$ cat src/rtl/spi40_pkg.sv
package spi40_pkg;
  localparam int unsigned FRAME_W = 40;
  localparam int unsigned CMD_W   = 8;
  localparam int unsigned DATA_W  = FRAME_W - CMD_W;
  localparam int unsigned STAT_W  = 8;
  localparam int unsigned ADDR_W  = CMD_W - 1;
  localparam int unsigned CNT_W   = $clog2(FRAME_W + 1);

  typedef struct packed {
    logic              wr;
    logic [ADDR_W-1:0] addr;
    logic [DATA_W-1:0] data;
  } cmd_t;
endpackage

$ cat src/rtl/spi40_sync.sv
module spi40_sync #(
  parameter int unsigned WIDTH   = 3,
  parameter logic [WIDTH-1:0] RST_VAL = '0
) (
  input  logic             clk_i,
  input  logic             rst_ni,
  input  logic [WIDTH-1:0] d_i,
  output logic [WIDTH-1:0] q_o
);
  for (genvar g = 0; g < WIDTH; g++) begin : g_bit
    logic s1_q, s2_q;
    always_ff @(posedge clk_i or negedge rst_ni) begin
      if (!rst_ni) begin
        s1_q <= RST_VAL[g];
        s2_q <= RST_VAL[g];
      end else begin
        s1_q <= d_i[g];
        s2_q <= s1_q;
      end
    end
    assign q_o[g] = s2_q;
  end
endmodule

$ cat src/rtl/spi40_framer.sv
module spi40_framer
  import spi40_pkg::*;
(
  input  logic               clk_i,
  input  logic               rst_ni,
  input  logic               sck_i,
  input  logic               mosi_i,
  input  logic               cs_ni,
  input  logic [STAT_W-1:0]  status_i,
  input  logic [DATA_W-1:0]  reply_i,
  output logic               miso_o,
  output logic [FRAME_W-1:0] frame_o,
  output logic               cs_rise_o,
  output logic               frame_ok_o,
  output logic [CNT_W-1:0]   bit_cnt_o
);
  localparam logic [CNT_W-1:0] CNT_MAX  = '1;
  localparam logic [CNT_W-1:0] CNT_FULL = CNT_W'(FRAME_W);

  logic sck_d, cs_d;
  logic sck_rise, sck_fall, cs_fall;
  logic [FRAME_W-1:0] shreg_q;
  logic [CNT_W-1:0]   cnt_q;
  logic               miso_q;

  assign sck_rise  = sck_i & ~sck_d;
  assign sck_fall  = ~sck_i & sck_d;
  assign cs_fall   = ~cs_ni & cs_d;
  assign cs_rise_o = cs_ni & ~cs_d;

  always_ff @(posedge clk_i or negedge rst_ni) begin
    if (!rst_ni) begin
      sck_d <= 1'b1;
      cs_d  <= 1'b1;
    end else begin
      sck_d <= sck_i;
      cs_d  <= cs_ni;
    end
  end

  always_ff @(posedge clk_i or negedge rst_ni) begin
    if (!rst_ni) begin
      shreg_q <= '0;
      cnt_q   <= '0;
      miso_q  <= 1'b0;
    end else if (cs_fall) begin
      // reply is preloaded so the status MSB is on the line before the first edge
      shreg_q <= {status_i, reply_i};
      cnt_q   <= '0;
      miso_q  <= status_i[STAT_W-1];
    end else if (!cs_ni) begin
      if (sck_rise) begin
        shreg_q <= {shreg_q[FRAME_W-2:0], mosi_i};
        if (cnt_q != CNT_MAX) cnt_q <= cnt_q + 1'b1;
      end
      if (sck_fall) miso_q <= shreg_q[FRAME_W-1];
    end
  end

  assign miso_o     = miso_q;
  assign frame_o    = shreg_q;
  assign frame_ok_o = (cnt_q >= CNT_FULL);
  assign bit_cnt_o  = cnt_q;

  p_miso_edge_r1: assert property (@(posedge clk_i) disable iff (!rst_ni)
    (!sck_fall && !cs_fall) |=> $stable(miso_q));
  p_cnt_sat_r8: assert property (@(posedge clk_i) disable iff (!rst_ni)
    (cnt_q == CNT_MAX && !cs_fall) |=> cnt_q == CNT_MAX);
endmodule

$ cat src/rtl/spi40_cmd.sv
module spi40_cmd
  import spi40_pkg::*;
(
  input  logic               clk_i,
  input  logic               rst_ni,
  input  logic               cs_rise_i,
  input  logic               frame_ok_i,
  input  logic [FRAME_W-1:0] frame_i,
  input  logic [DATA_W-1:0]  rdata_i,
  output logic [ADDR_W-1:0]  addr_o,
  output logic [DATA_W-1:0]  wdata_o,
  output logic               we_o,
  output logic               re_o,
  output logic [DATA_W-1:0]  reply_o
);
  cmd_t cmd;
  assign cmd = cmd_t'(frame_i);

  always_ff @(posedge clk_i or negedge rst_ni) begin
    if (!rst_ni) begin
      addr_o  <= '0;
      wdata_o <= '0;
      we_o    <= 1'b0;
      re_o    <= 1'b0;
      reply_o <= '0;
    end else begin
      we_o <= 1'b0;
      re_o <= 1'b0;
      if (re_o) reply_o <= rdata_i;
      if (cs_rise_i && frame_ok_i) begin
        addr_o <= cmd.addr;
        if (cmd.wr) begin
          we_o    <= 1'b1;
          wdata_o <= cmd.data;
          reply_o <= cmd.data;
        end else begin
          re_o <= 1'b1;
        end
      end
    end
  end

  p_strobe_excl_r9: assert property (@(posedge clk_i) disable iff (!rst_ni)
    !(we_o && re_o));
  p_we_pulse_r2: assert property (@(posedge clk_i) disable iff (!rst_ni)
    we_o |=> !we_o);
  p_re_pulse_r3: assert property (@(posedge clk_i) disable iff (!rst_ni)
    re_o |=> !re_o);
endmodule

$ cat src/rtl/spi40_reg_slave.sv
module spi40_reg_slave
  import spi40_pkg::*;
(
  input  logic              clk_i,
  input  logic              rst_ni,
  input  logic              sck_i,
  input  logic              mosi_i,
  input  logic              cs_ni,
  output logic              miso_o,
  input  logic [STAT_W-1:0] status_i,
  output logic [ADDR_W-1:0] reg_addr_o,
  output logic [DATA_W-1:0] reg_wdata_o,
  output logic              reg_we_o,
  output logic              reg_re_o,
  input  logic [DATA_W-1:0] reg_rdata_i
);
  logic [2:0]         sync_q;
  logic [FRAME_W-1:0] frame;
  logic               cs_rise, frame_ok;
  logic [CNT_W-1:0]   bit_cnt;
  logic [DATA_W-1:0]  reply;

  spi40_sync #(.WIDTH(3), .RST_VAL(3'b101)) u_sync (
    .clk_i  (clk_i),
    .rst_ni (rst_ni),
    .d_i    ({sck_i, mosi_i, cs_ni}),
    .q_o    (sync_q)
  );

  spi40_framer u_framer (
    .clk_i      (clk_i),
    .rst_ni     (rst_ni),
    .sck_i      (sync_q[2]),
    .mosi_i     (sync_q[1]),
    .cs_ni      (sync_q[0]),
    .status_i   (status_i),
    .reply_i    (reply),
    .miso_o     (miso_o),
    .frame_o    (frame),
    .cs_rise_o  (cs_rise),
    .frame_ok_o (frame_ok),
    .bit_cnt_o  (bit_cnt)
  );

  spi40_cmd u_cmd (
    .clk_i      (clk_i),
    .rst_ni     (rst_ni),
    .cs_rise_i  (cs_rise),
    .frame_ok_i (frame_ok),
    .frame_i    (frame),
    .rdata_i    (reg_rdata_i),
    .addr_o     (reg_addr_o),
    .wdata_o    (reg_wdata_o),
    .we_o       (reg_we_o),
    .re_o       (reg_re_o),
    .reply_o    (reply)
  );

  p_full_frame_only_r7: assert property (@(posedge clk_i) disable iff (!rst_ni)
    (reg_we_o || reg_re_o) |-> $past(bit_cnt) >= CNT_W'(FRAME_W));
endmodule

$ cat config.mk
export PLATFORM = sky130hd
export DESIGN_NAME = spi40_reg_slave
export DESIGN_NICKNAME = d
export VERILOG_FILES = /design/src/rtl/spi40_pkg.sv /design/src/rtl/spi40_sync.sv /design/src/rtl/spi40_framer.sv /design/src/rtl/spi40_cmd.sv /design/src/rtl/spi40_reg_slave.sv
export SDC_FILE = /design/constraint.sdc
export NUM_CORES = 1
export LEC_CHECK = 0
export ABC_CLOCK_PERIOD_IN_PS = 6200
export BUFFER_PORTS_ARGS = -buffer_cell sky130_fd_sc_hd__buf_2
export CORE_MARGIN = 2
export CORE_UTILIZATION = 62
export DETAILED_ROUTE_END_ITERATION = 10
export PLACE_DENSITY_LB_ADDON = 0.25
export SYNTH_ARGS = -nofsm -noshare
export SYNTH_HDL_FRONTEND = slang
export SYNTH_HIERARCHICAL = 1
export SYNTH_SLANG_ARGS = --single-unit
$ cat constraint.sdc
create_clock -name clk_i -period 6.2 [get_ports clk_i]
set_clock_uncertainty 0.1 [all_clocks]
set_input_delay 0.31 -clock clk_i [delete_from_list [all_inputs] [get_ports clk_i]]
set_output_delay 0.31 -clock clk_i [all_outputs]
set_load 0.02 [all_outputs]
# Word level (Yosys, flattened, before mapping)

Cells that the tools add are included.

Add/sub/neg operators: 1
$lt $le $gt $ge: 1
Equal/unequal tests: 2
Muxes and demuxes: 17
Bitwise gates (word level): 8
Reductions and logical operators: 8

Operator list:

| operator                                                                | number |
|---|---|
| 40-bit two-way mux                                                      | 3 |
| 32-bit two-way mux                                                      | 3 |
| 6-bit two-way mux                                                       | 4 |
| 1-bit two-way mux                                                       | 7 |
| 6-bit by 1-bit adder with 6-bit output, second input constant           | 1 |
| 6-bit greater-or-equal comparator, second input constant                | 1 |
| 6-bit inequality test, second input constant                            | 1 |
| 2-bit AND reduction                                                     | 3 |
| 2-bit nonzero test                                                      | 3 |
| 1-bit AND                                                               | 4 |
| 1-bit NOT                                                               | 4 |
| 3-bit AND reduction                                                     | 1 |
| 2-bit by 1-bit inequality test with 1-bit output, second input constant | 1 |
| 1-bit logical AND                                                       | 1 |

Bits in registers: 128
Bits of input ports: 45
Output and inout port bits: 42
Logic and storage cells: 53

# Longest topological paths before layout

Gate-level depths: netlist of run 1.

Word-level depth: 5
Depth in mapped cells: 8
Mapped depth without buffers: 4

# Hierarchy

Netlist of run 1, hierarchy kept.

By module, submodules not included:

| module       | times used | cells each | area an instance (µm²) | seq. area each (µm²) |
|---|---|---|---|---|
| spi40_cmd    | 1          | 266        | 3233.1                 | 1826.8 |
| spi40_framer | 1          | 187        | 2837.7                 | 1228.7 |
| spi40_sync   | 1          | 9          | 177.7                  | 155.1 |

# Least setup slack after synthesis of run 1

OpenSTA, ideal clock, no wires.

Path kind: register to register
Start: reg u_sync.g_bit[0].s2_q
End: reg u_cmd.reply_o[13]
Setup time: 122 ps
Arrival: 1725 ps
Required time: 5978 ps
Slack: 4253 ps
Cell stages (with the launch flop): 9
Path buffers: 5
Period minus slack after synthesis: 1947 ps
Cells stage by stage: dfstp_2 buf_4 clkbuf_1 nor2b_1 buf_6 and3_4 buf_6 buf_6 o21ai_2

Cells in the longest elaborated chain, start to end: 3

RTL lines:

| what                     | line                  | RTL |
|---|---|---|
| start: declaration       | spi40_sync.sv:11      | `logic s1_q, s2_q;` |
| start signal: assignment | spi40_sync.sv:15      | `s2_q <= RST_VAL[g];` |
| start signal: assignment | spi40_sync.sv:18      | `s2_q <= s1_q;` |
| 1-bit AND                | spi40_framer.sv:29    | `assign cs_rise_o = cs_ni & ~cs_d;` |
| via cs_rise              | spi40_reg_slave.sv:19 | `logic cs_rise, frame_ok;` |
| 1-bit logical AND        | spi40_cmd.sv:30       | `if (cs_rise_i && frame_ok_i) begin` |
| 32-bit two-way mux       | spi40_cmd.sv:30       |  |
| end signal: assignment   | spi40_cmd.sv:29       | `if (re_o) reply_o <= rdata_i;` |
| end signal: assignment   | spi40_cmd.sv:35       | `reply_o <= cmd.data;` |
| end: declaration         | spi40_cmd.sv:14       | `output logic [DATA_W-1:0] reply_o` |

The timed path passes the listed nets, and every way through them passes these cells.
A chain may end at the register's enable or synchronous reset.

# Worst setup path in the final report of run 1

Start: reg u_sync.g_bit[0].s2_q
End: reg u_cmd.reply_o[8]

The elaborated chain is that of the path after synthesis.

==> impl_metrics.env, run 1 <==
export IMPL_synthArstFlopShare_pct=100
export IMPL_num_rows=36
export IMPL_end_kind="flop"
export IMPL_syn_to_final_growth_pct=19.8
export IMPL_io_pins=87
export IMPL_syn_avg_cell_area_um2=13.5
export IMPL_finalNonFillerCells=710
export IMPL_cts_tree="done"
export IMPL_arrival_ns=3.30
export IMPL_die_y_um=104
export IMPL_wl_um=12500
export IMPL_swShare_pct=23.9
export IMPL_netlist_top_cells_count="122 x dfrtp_1, 76 x mux2_4, 49 x o21ai_2"
export IMPL_first_pass_iters=4
export IMPL_fin_util_pct=76.6
export IMPL_dieWidth_um=104
export IMPL_grt_pass1_vias=4245
export IMPL_drive_above_1_share_pct=46.6
export IMPL_cts_root_buf="clkbuf_8"
export IMPL_worst_pin_slew_ns=1.05
export IMPL_antenna_found_initial=0
export IMPL_tns_ns=0
export IMPL_yosysMostFrequentCell="dfrtp_1"
export IMPL_synth_seq_cells=128
export IMPL_synth_largest_area_cell="dfrtp_1"
export IMPL_postSynthCellCount=462
export IMPL_maxCapViolCount=0
export IMPL_synth_nets=509
export IMPL_ys_types=39
export IMPL_cellPowerDensity_nw_per_um2=295
export IMPL_yosysWarnings=6
export IMPL_critPathLaunchType="flop"
export IMPL_grt_overflow_total=0
export IMPL_period_needed_ns=3.06
export IMPL_internal_power_w=0.00168
export IMPL_cts_buffers=17
export IMPL_hold_viol_final=0
export IMPL_pwr_share_comb_pct=12.9
export IMPL_clk_latency_ns=0.52
export IMPL_p_leak_nw=3.25
export IMPL_slew_headroom_pct=30.2
export IMPL_finalSetupViolCount=0
export IMPL_drt_iter0_markers=270
export IMPL_synth_edf_count=0
export IMPL_final_nets=611
export IMPL_syn_cell_area_um2=6250
export IMPL_design_core_area_um2=9770
export IMPL_cp_required_ns=6.44
export IMPL_cts_max_path_buffers=2
export IMPL_timing_fmax_mhz=327
export IMPL_viasPerCell=5.68
export IMPL_vias=4033
export IMPL_fin_area_um2=7490
export IMPL_rsz0062_at_grt="no"
export IMPL_die_area_um2=10900
export IMPL_drv_slew=0
export IMPL_critical_path_class="reg2reg"
export IMPL_yosys_top_cells_area="dfrtp_1 49%, mux2_4 18%, o21ai_2 6.9%"
export IMPL_drc_errors=0
export IMPL_routabilityCongestion=0.761
export IMPL_postCtsSetupBuffers=0
export IMPL_grt_max_degree=77
export IMPL_p_clk_share_pct=43.6
export IMPL_port_buffers=86
export IMPL_p_switching_w=0.000527
export IMPL_start_util_pct=63.9
export IMPL_synth_seq_area_share_pct=51.4
export IMPL_power_share_sequential_pct=43.5
export IMPL_clock_sinks=128
export IMPL_path_max_fanout=65
export IMPL_dp_hpwl_um=7190
export IMPL_outcome="completed"
export IMPL_pre_cts_ws_ns=3.19
export IMPL_cts_clk_slew_worst_paths_ns=0.06
export IMPL_period_share_pct=49.3
export IMPL_track_usage_pct=24.8
export IMPL_layout_setup_ws_ns=3.14
export IMPL_wl_per_cell_um=17.6
export IMPL_synth_top_area_share_pct=48.9
export IMPL_place_area_um2=6620
export IMPL_hp_class="in2reg"
export IMPL_grt_pass1_wl_um=21400
export IMPL_synthFlopType="dfrtp_1"
export IMPL_vdd_drop_max_mv=0.155
export IMPL_antenna_left=0
export IMPL_dp_cells=650
export IMPL_insertedDiodeCount=0
export IMPL_cts_max_level=4
path summary, 6_finish.rpt:
path,start,end,slack (ns),cells after the start
min in group asynchronous,rst_ni,u_cmd/wdata_o[23]$_DFFE_PN0P_,0.27,2
min reg2reg,u_sync/g_bit[2].s1_q$_DFF_PN1_,u_sync/g_bit[2].s2_q$_DFF_PN1_,0.26,0
max reg2reg,u_sync/g_bit[0].s2_q$_DFF_PN1_,u_cmd/reply_o[8]$_DFF_PN0_,3.14,3
max in group asynchronous,rst_ni,u_cmd/re_o$_DFF_PN0_,4.28,3
max,u_sync/g_bit[0].s2_q$_DFF_PN1_,u_cmd/reply_o[8]$_DFF_PN0_,3.14,3
min,reg_rdata_i[5],u_cmd/reply_o[5]$_DFF_PN0_,0.009,3
power groups by stage:
stage	combinational (W)	sequential (W)	clock [W]
floorplan	0.000213	0.000953	0
global placement	0.000261	0.000967	0
detailed placement	0.000268	0.000970	0
CTS	0.000285	0.000959	0.000979
global route	0.000305	0.000969	0.00102
finish	0.000284	0.000960	0.000963
per-layer routing:
layer | track usage [%] | vias to the layer above | share of wire, %
met5 | 0 | - | 0
met4 | 8.69 | 0 | 1.1
met3 | 6.45 | 18 | 4.8
met2 | 38.5 | 126 | 48
met1 | 34.0 | 2020 | 46
li1 | - | 1869 | -
repair_timing:
action,in CTS,in global routing
gates resized for setup,0,0
hold buffers,28,0
hold endpoints to repair,73,0
placed cells by master, fill, tap and decap left out, types with 3 or more instances in the layout:
cell / instances
a211oi_1: 3
buf_2: 85
buf_4: 6
clkbuf_16: 16
clkbuf_8: 5
clkinv_2: 3
clkinvlp_4: 3
dfrtp_1: 121
dfstp_2: 6
dlygate4sd3_1: 28
inv_1: 36
mux2_2: 11
mux2_4: 76
mux2i_1: 32
nand2_1: 5
nand2b_1: 3
nand3_1: 3
nand4_1: 32
nor2_1: 3
o21ai_0: 17
o21ai_2: 49
sequential cells by signal, indices dropped and copies added (netlist names), 3 cells and up:
register / flops
u_cmd/reply_o: 32
u_cmd/wdata_o: 32
u_sync/g_bit.s2_q: 3
u_framer/frame_o: 40
u_framer/bit_cnt_o: 6
u_cmd/addr_o: 7
u_sync/g_bit.s1_q: 3
final cells by class:
class,count,area [um2]
fill,628,2290
tap,133,166
inverter,36,135
clock buffer,23,477
multi-input combinational,262,2640
timing repair buffer,119,751
sequential,128,3210
clock inverter,9,106
kinds of logic after synthesis:
kind of cell / Yosys count / share of synthesized area, %
simple gates: 54 / 5.17
mux: 119 / 25.4
compound gates: 87 / 11.1
buf+inv: 72 / 6.61
flops: 128 / 51.4
fa+ha+maj: 2 / 0.400
per-stage QoR:
step	hold WS, ns	power, W
floorplan	-0.0856	0.00117
detailed placement	0.242	0.00124
global route	0.0261	0.00229
finish	0.00921	0.00221
CTS	0.000918	0.00222
global placement	0.235	0.00123
critical path: stages, from the launching register on:
cell	delay, ns
dfstp_2	0.71
nor2b_4	0.76
and3_4	0.95
o21ai_0	0.28
Note: power is estimated with default switching activity, not from simulation.
==> run 2, diff against run 1 <==
Settings changed: ABC_CLOCK_PERIOD_IN_PS 6200 to 2650, CORE_UTILIZATION 62 to 52.
Clock period 6.2 ns to 2.65 ns, I/O delays scaled along.
==> run 2 against run 1 <==
Sequential power rose by 130%. Sequential share of layout area fell by 1.5 points. Fmax rose by 44%. Design area rose by 3.7%. Power rose by 130%. Worst setup slack got worse by 2.6 ns. Count of clock-buffer cells in the layout fell by 6. Cell count rose by 5.2%. Register-to-register slack got worse by 2.6 ns. Via count rose by 1.0%. First-iteration DRC count fell by 21%.
==> impl_metrics.env, run 2 (same netlist as run 1, synthesis figures left out) <==
export IMPL_outcome="completed"
export IMPL_grt_pass1_vias=4256
export IMPL_cts_clk_slew_worst_paths_ns=0.06
export IMPL_cp_top_family="flip-flops"
export IMPL_period_needed_ns=2.13
export IMPL_hp_class="in2async"
export IMPL_pre_cts_ws_ns=0.543
export IMPL_antenna_found_initial=0
export IMPL_syn_to_final_growth_pct=24.2
export IMPL_cp_slowest_stage_delay_ns=0.62
export IMPL_period_share_pct=80.2
export IMPL_cts_max_level=4
export IMPL_timing_fmax_mhz=470
export IMPL_cts_tree="done"
export IMPL_maxCapViolCount=0
export IMPL_cts_max_path_buffers=2
export IMPL_final_nets=634
export IMPL_start_util_pct=52.7
export IMPL_postCtsSetupBuffers=0
export IMPL_ctsResizeCount=0
export IMPL_die_y_um=114
export IMPL_largest_reg_flops=40
export IMPL_die_area_um2=12900
export IMPL_io_pins=87
export IMPL_port_buffers=86
export IMPL_grt_pass1_wl_um=21500
export IMPL_drive_above_1_share_pct=46.3
export IMPL_wl_met2_um=6220
export IMPL_hold_viol_final=0
export IMPL_grt_max_degree=60
export IMPL_wl_per_cell_um=17.3
export IMPL_rsz0062_at_grt="no"
export IMPL_final_cell_mix="121 x dfrtp_1, 85 x buf_2, 76 x mux2_4"
export IMPL_p_leak_nw=3.36
export IMPL_arrival_ns=2.31
export IMPL_first_pass_iters=4
export IMPL_drv_slew=0
export IMPL_finalSetupViolCount=0
export IMPL_cts_root_buf="clkbuf_16"
export IMPL_wl_met1_um=6060
export IMPL_drc_errors=0
export IMPL_design_core_area_um2=11900
export IMPL_dr_wl_met3_um=489
export IMPL_worst_pin_slew_ns=0.562
export IMPL_drt_iter0_markers=212
export IMPL_critPathLaunchType="flop"
export IMPL_r2r_slack_ns=0.52
export IMPL_vdd_drop_max_mv=0.449
export IMPL_holdBufCountCts=44
export IMPL_track_usage_pct=21.2
export IMPL_clk_latency_ns=0.41
export IMPL_insertedDiodeCount=0
export IMPL_slew_headroom_pct=62.5
export IMPL_path_max_fanout=35
export IMPL_viasPerCell=5.45
export IMPL_vias=4074
export IMPL_routabilityCongestion=0.838
export IMPL_critical_path_class="reg2reg"
export IMPL_critPathSlowestCell="dfstp_2"
export IMPL_wl_um=12900
export IMPL_antenna_left=0
export IMPL_dieWidth_um=114
export IMPL_dp_hpwl_um=7920
export IMPL_top_layer="met4"
export IMPL_path_buf_inv=1
export IMPL_cts_buffers=17
export IMPL_end_kind="flop"
export IMPL_crit_path_frequent_cell="mux2_4"
export IMPL_fin_area_um2=7760
export IMPL_place_area_um2=6750
export IMPL_path_cells="nor2b_4 -> buf_12 -> mux2_4 -> mux2_4"
export IMPL_cp_required_ns=2.84
export IMPL_layout_setup_ws_ns=0.524
export IMPL_clock_sinks=128
export IMPL_cellPowerDensity_nw_per_um2=668
export IMPL_tns_ns=0
export IMPL_num_rows=40
export IMPL_layout_commonest_cell="dfrtp_1"
export IMPL_grt_overflow_total=0
-- run 2: cell types whose count changed in the layout (fill, tap and decap cells not counted), sizes merged --
cell and delta:
clkbuf -6, dlygate4sd3 +16, clkinv +1, bufinv -1, clkinvlp -1, buf +7, inv +7
-- run 2: path summary, 6_finish.rpt --
path | startpoint | cells past startpoint | to
setup / recovery | u_framer/cs_d$_DFF_PN1_ | 4 | u_framer/frame_o[14]$_DFFE_PN0P_
hold / removal | rst_ni | 2 | u_cmd/we_o$_DFF_PN0_
hold reg to reg | u_sync/g_bit[1].s1_q$_DFF_PN0_ | 0 | u_sync/g_bit[1].s2_q$_DFF_PN0_
max in group asynchronous | rst_ni | 3 | u_cmd/reply_o[14]$_DFF_PN0_
setup reg to reg | u_framer/cs_d$_DFF_PN1_ | 4 | u_framer/frame_o[14]$_DFFE_PN0P_
min in group clk_i | u_sync/g_bit[1].s1_q$_DFF_PN0_ | 0 | u_sync/g_bit[1].s2_q$_DFF_PN0_
-- run 2: layout make-up --
type                       count  area (um2)
inverter                      36         135
sequential                   128        3210
tap                          147         184
clock buffer                  17         425
timing repair buffer         142        1020
fill                         869        4100
clock inverter                15         149
multi-input combinational    262        2640
-- run 2: power by group --
| part | leakage [nW] | switching (W) | total, W | internal (W) |
|---|---|---|---|---|
| logic | 1.67 | 0.000281 | 0.000690 | 0.000409 |
| registers | 1.41 | 0.000141 | 0.00225 | 0.00211 |
| clock network | 0.278 | 0.000929 | 0.00225 | 0.00132 |
| total | 3.36 | 0.00135 | 0.00518 | 0.00383 |
-- run 2: stage by stage --
| stage | power [W] | hold slack (ns) | instances | utilization (%) |
|---|---|---|---|---|
| final | 0.00518 | 0.171 | 747 | 65.4 |
| after global routing | 0.00537 | 0.222 | 747 | 65.4 |
| after CTS | 0.00524 | 0.182 | 747 | 65.4 |
| after detailed placement | 0.00292 | 0.0463 | 671 | 56.9 |
| after global placement | 0.00289 | 0.0417 | 671 | 56.9 |
| after floorplan | 0.00273 | -0.263 | 462 | - |
-- run 2: routing by layer --
layer / global-route usage [%] / vias up
met1: 28.7 / 2063
li1: - / 1909
met5: 0 / -
met2: 34.5 / 91
met3: 4.68 / 11
met4: 6.42 / 0
==> run 3, diff against run 2 <==
Settings changed: ABC_AREA set to 1, ABC_CLOCK_PERIOD_IN_PS 2650 to 2100, CORE_UTILIZATION 52 to 57.
Clock period 2.65 ns to 2.1 ns, I/O delays scaled along.
==> run 3 against run 2 <==
Sequential power grew 23%. Synthesized cell count increased by 47%. Via count increased by 19%. Global-route usage rose by 4.3 points. Critical endpoint is now u_cmd/reply_o[19]$_DFF_PN0_. Non-clock buffer count grew 7. Critical path type unchanged. Largest power group unchanged. Utilization up 7.2 points. Register-to-register slack worse by 0.27 ns.
==> impl_metrics.env, run 3 <==
export IMPL_drc_errors=0
export IMPL_hp_class="in2async"
export IMPL_end_kind="flop"
export IMPL_arrival_ns=2.19
export IMPL_ctsResizeCount=0
export IMPL_synth_nets=724
export IMPL_worstRegToRegCells=7
export IMPL_p_leak_nw=4.11
export IMPL_critPathLaunchType="flop"
export IMPL_yosys_top_cells_area="dfrtp_1 51%, nand2_1 21%, o211ai_2 7.6%"
export IMPL_final_nets=854
export IMPL_path_max_fanout=33
export IMPL_drt_iter0_markers=398
export IMPL_dp_hpwl_um=8170
export IMPL_routabilityCongestion=0.834
export IMPL_drv_slew=0
export IMPL_grt_pass1_vias=4828
export IMPL_netlist_top_cells_count="330 x nand2_1, 122 x dfrtp_1, 50 x inv_1"
export IMPL_cts_max_level=4
export IMPL_port_buffers=86
export IMPL_cts_clk_slew_worst_paths_ns=0.05
export IMPL_slew_headroom_pct=26.8
export IMPL_synthArstFlopShare_pct=100
export IMPL_finalSetupViolCount=0
export IMPL_die_y_um=106
export IMPL_synth_edf_count=0
export IMPL_syn_cell_area_um2=5950
export IMPL_dieWidth_um=106
export IMPL_total_power_w=0.00609
export IMPL_grt_pass1_wl_um=22400
export IMPL_yosysWarnings=6
export IMPL_grt_overflow_total=0
export IMPL_ys_types=25
export IMPL_design_core_area_um2=10200
export IMPL_synth_seq_cells=128
export IMPL_maxCapViolCount=0
export IMPL_critical_path_class="reg2reg"
export IMPL_clock_sinks=128
export IMPL_syn_to_final_growth_pct=24.8
export IMPL_wl_per_cell_um=13.8
export IMPL_worst_pin_slew_ns=1.09
export IMPL_postSynthCellCount=677
export IMPL_synth_top_area_share_pct=51.3
export IMPL_first_pass_iters=5
export IMPL_antenna_left=0
export IMPL_num_rows=37
export IMPL_period_share_pct=87.8
export IMPL_insertedDiodeCount=0
export IMPL_timing_fmax_mhz=542
export IMPL_tns_ns=0
export IMPL_cp_required_ns=2.44
export IMPL_synthFlopType="dfrtp_1"
export IMPL_cts_root_buf="clkbuf_8"
export IMPL_antenna_found_initial=0
export IMPL_die_area_um2=11300
export IMPL_track_usage_pct=25.4
export IMPL_hold_viol_final=0
export IMPL_vdd_drop_max_mv=0.514
export IMPL_yosysMostFrequentCell="nand2_1"
export IMPL_drive_above_1_share_pct=24.7
export IMPL_cts_max_path_buffers=2
export IMPL_wl_um=13200
export IMPL_layout_commonest_cell="nand2_1"
export IMPL_period_needed_ns=1.84
export IMPL_synth_seq_area_share_pct=53.9
export IMPL_cellPowerDensity_nw_per_um2=820
export IMPL_cts_tree="done"
export IMPL_start_util_pct=58.2
export IMPL_largest_reg_flops=40
export IMPL_viasPerCell=5.07
export IMPL_vias=4840
export IMPL_syn_avg_cell_area_um2=8.79
export IMPL_clk_latency_ns=0.51
export IMPL_grt_max_degree=36
export IMPL_synth_largest_area_cell="dfrtp_1"
export IMPL_outcome="completed"
export IMPL_cts_buffers=17
export IMPL_rsz0062_at_grt="no"
export IMPL_io_pins=87
export IMPL_final_cell_mix="330 x nand2_1, 122 x dfrtp_1, 85 x buf_2"
==> run 3: cell type report <==
type	count	area [um2]
multi-input combinational	459	2250
inverter	52	195
sequential	128	3210
clock buffer	24	470
fill	737	2800
clock inverter	7	60.1
tap	136	170
timing repair buffer	149	1070
==> run 3: worst max-delay path, stage by stage, from the launching register on <==
cell	delay (ns)
dfstp_2	0.53
inv_2	0.07
nor2_1	0.34
nand2_4	0.17
nor2_8	0.13
buf_12	0.21
nand2_1	0.11
nand2_1	0.09
==> run 3: cells by family after synthesis <==
group | count (synthesis) | share of synthesized area, %
buf+inv | 90 | 8.22
simple gates | 373 | 25.4
fa+ha+maj | 2 | 0.420
compound gates | 84 | 12.0
flops | 128 | 53.9
==> run 3: path summary, 6_finish.rpt <==
check | slack (ns) | from | endpoint
max | 0.26 | u_sync/g_bit[0].s2_q$_DFF_PN1_ | u_cmd/reply_o[19]$_DFF_PN0_
min | 0.09 | rst_ni | u_cmd/wdata_o[31]$_DFFE_PN0P_
max reg2reg | 0.26 | u_sync/g_bit[0].s2_q$_DFF_PN1_ | u_cmd/reply_o[19]$_DFF_PN0_
min reg2reg | 0.25 | u_sync/g_bit[2].s1_q$_DFF_PN1_ | u_sync/g_bit[2].s2_q$_DFF_PN1_
max in group asynchronous | 0.32 | rst_ni | u_framer/frame_o[21]$_DFFE_PN0P_
min in group clk_i | 0.13 | sck_i | u_sync/g_bit[2].s1_q$_DFF_PN1_
==> run 3: through the flow <==
step | setup WS, ns | std cells | util, % | cell area, um2 | hold WS, ns
after floorplan | 0.561 | 677 | - | 5950 | -0.291
after global placement | 0.341 | 879 | 63.0 | 6450 | -0.0395
after detailed placement | 0.289 | 879 | 63.0 | 6450 | -0.0397
after CTS | 0.256 | 955 | 72.6 | 7430 | 0.0684
after global routing | 0.121 | 955 | 72.6 | 7430 | 0.0981
final | 0.256 | 955 | 72.6 | 7430 | 0.0873
==> run 3: report_power, final <==
group / internal [W] / total, W / switching, W
sequential: 0.00265 / 0.00277 / 0.000115
combinational: 0.000292 / 0.000697 / 0.000405
clock: 0.00164 / 0.00262 / 0.000980
==> run 3: repair_timing <==
item / in CTS / in global routing
hold buffers: 45 / 0
setup endpoints to repair: 0 / 0
buffers inserted: 0 / 0
hold endpoints to repair: 172 / 0
==> run 3: layer usage <==
metal	global-route usage [%]	vias up	share of wire [%]
li1	-	2383	-
met1	33.6	2286	45
met2	41.4	157	49
met3	6.07	14	5.0
met4	8.74	0	1.3
met5	0	-	0
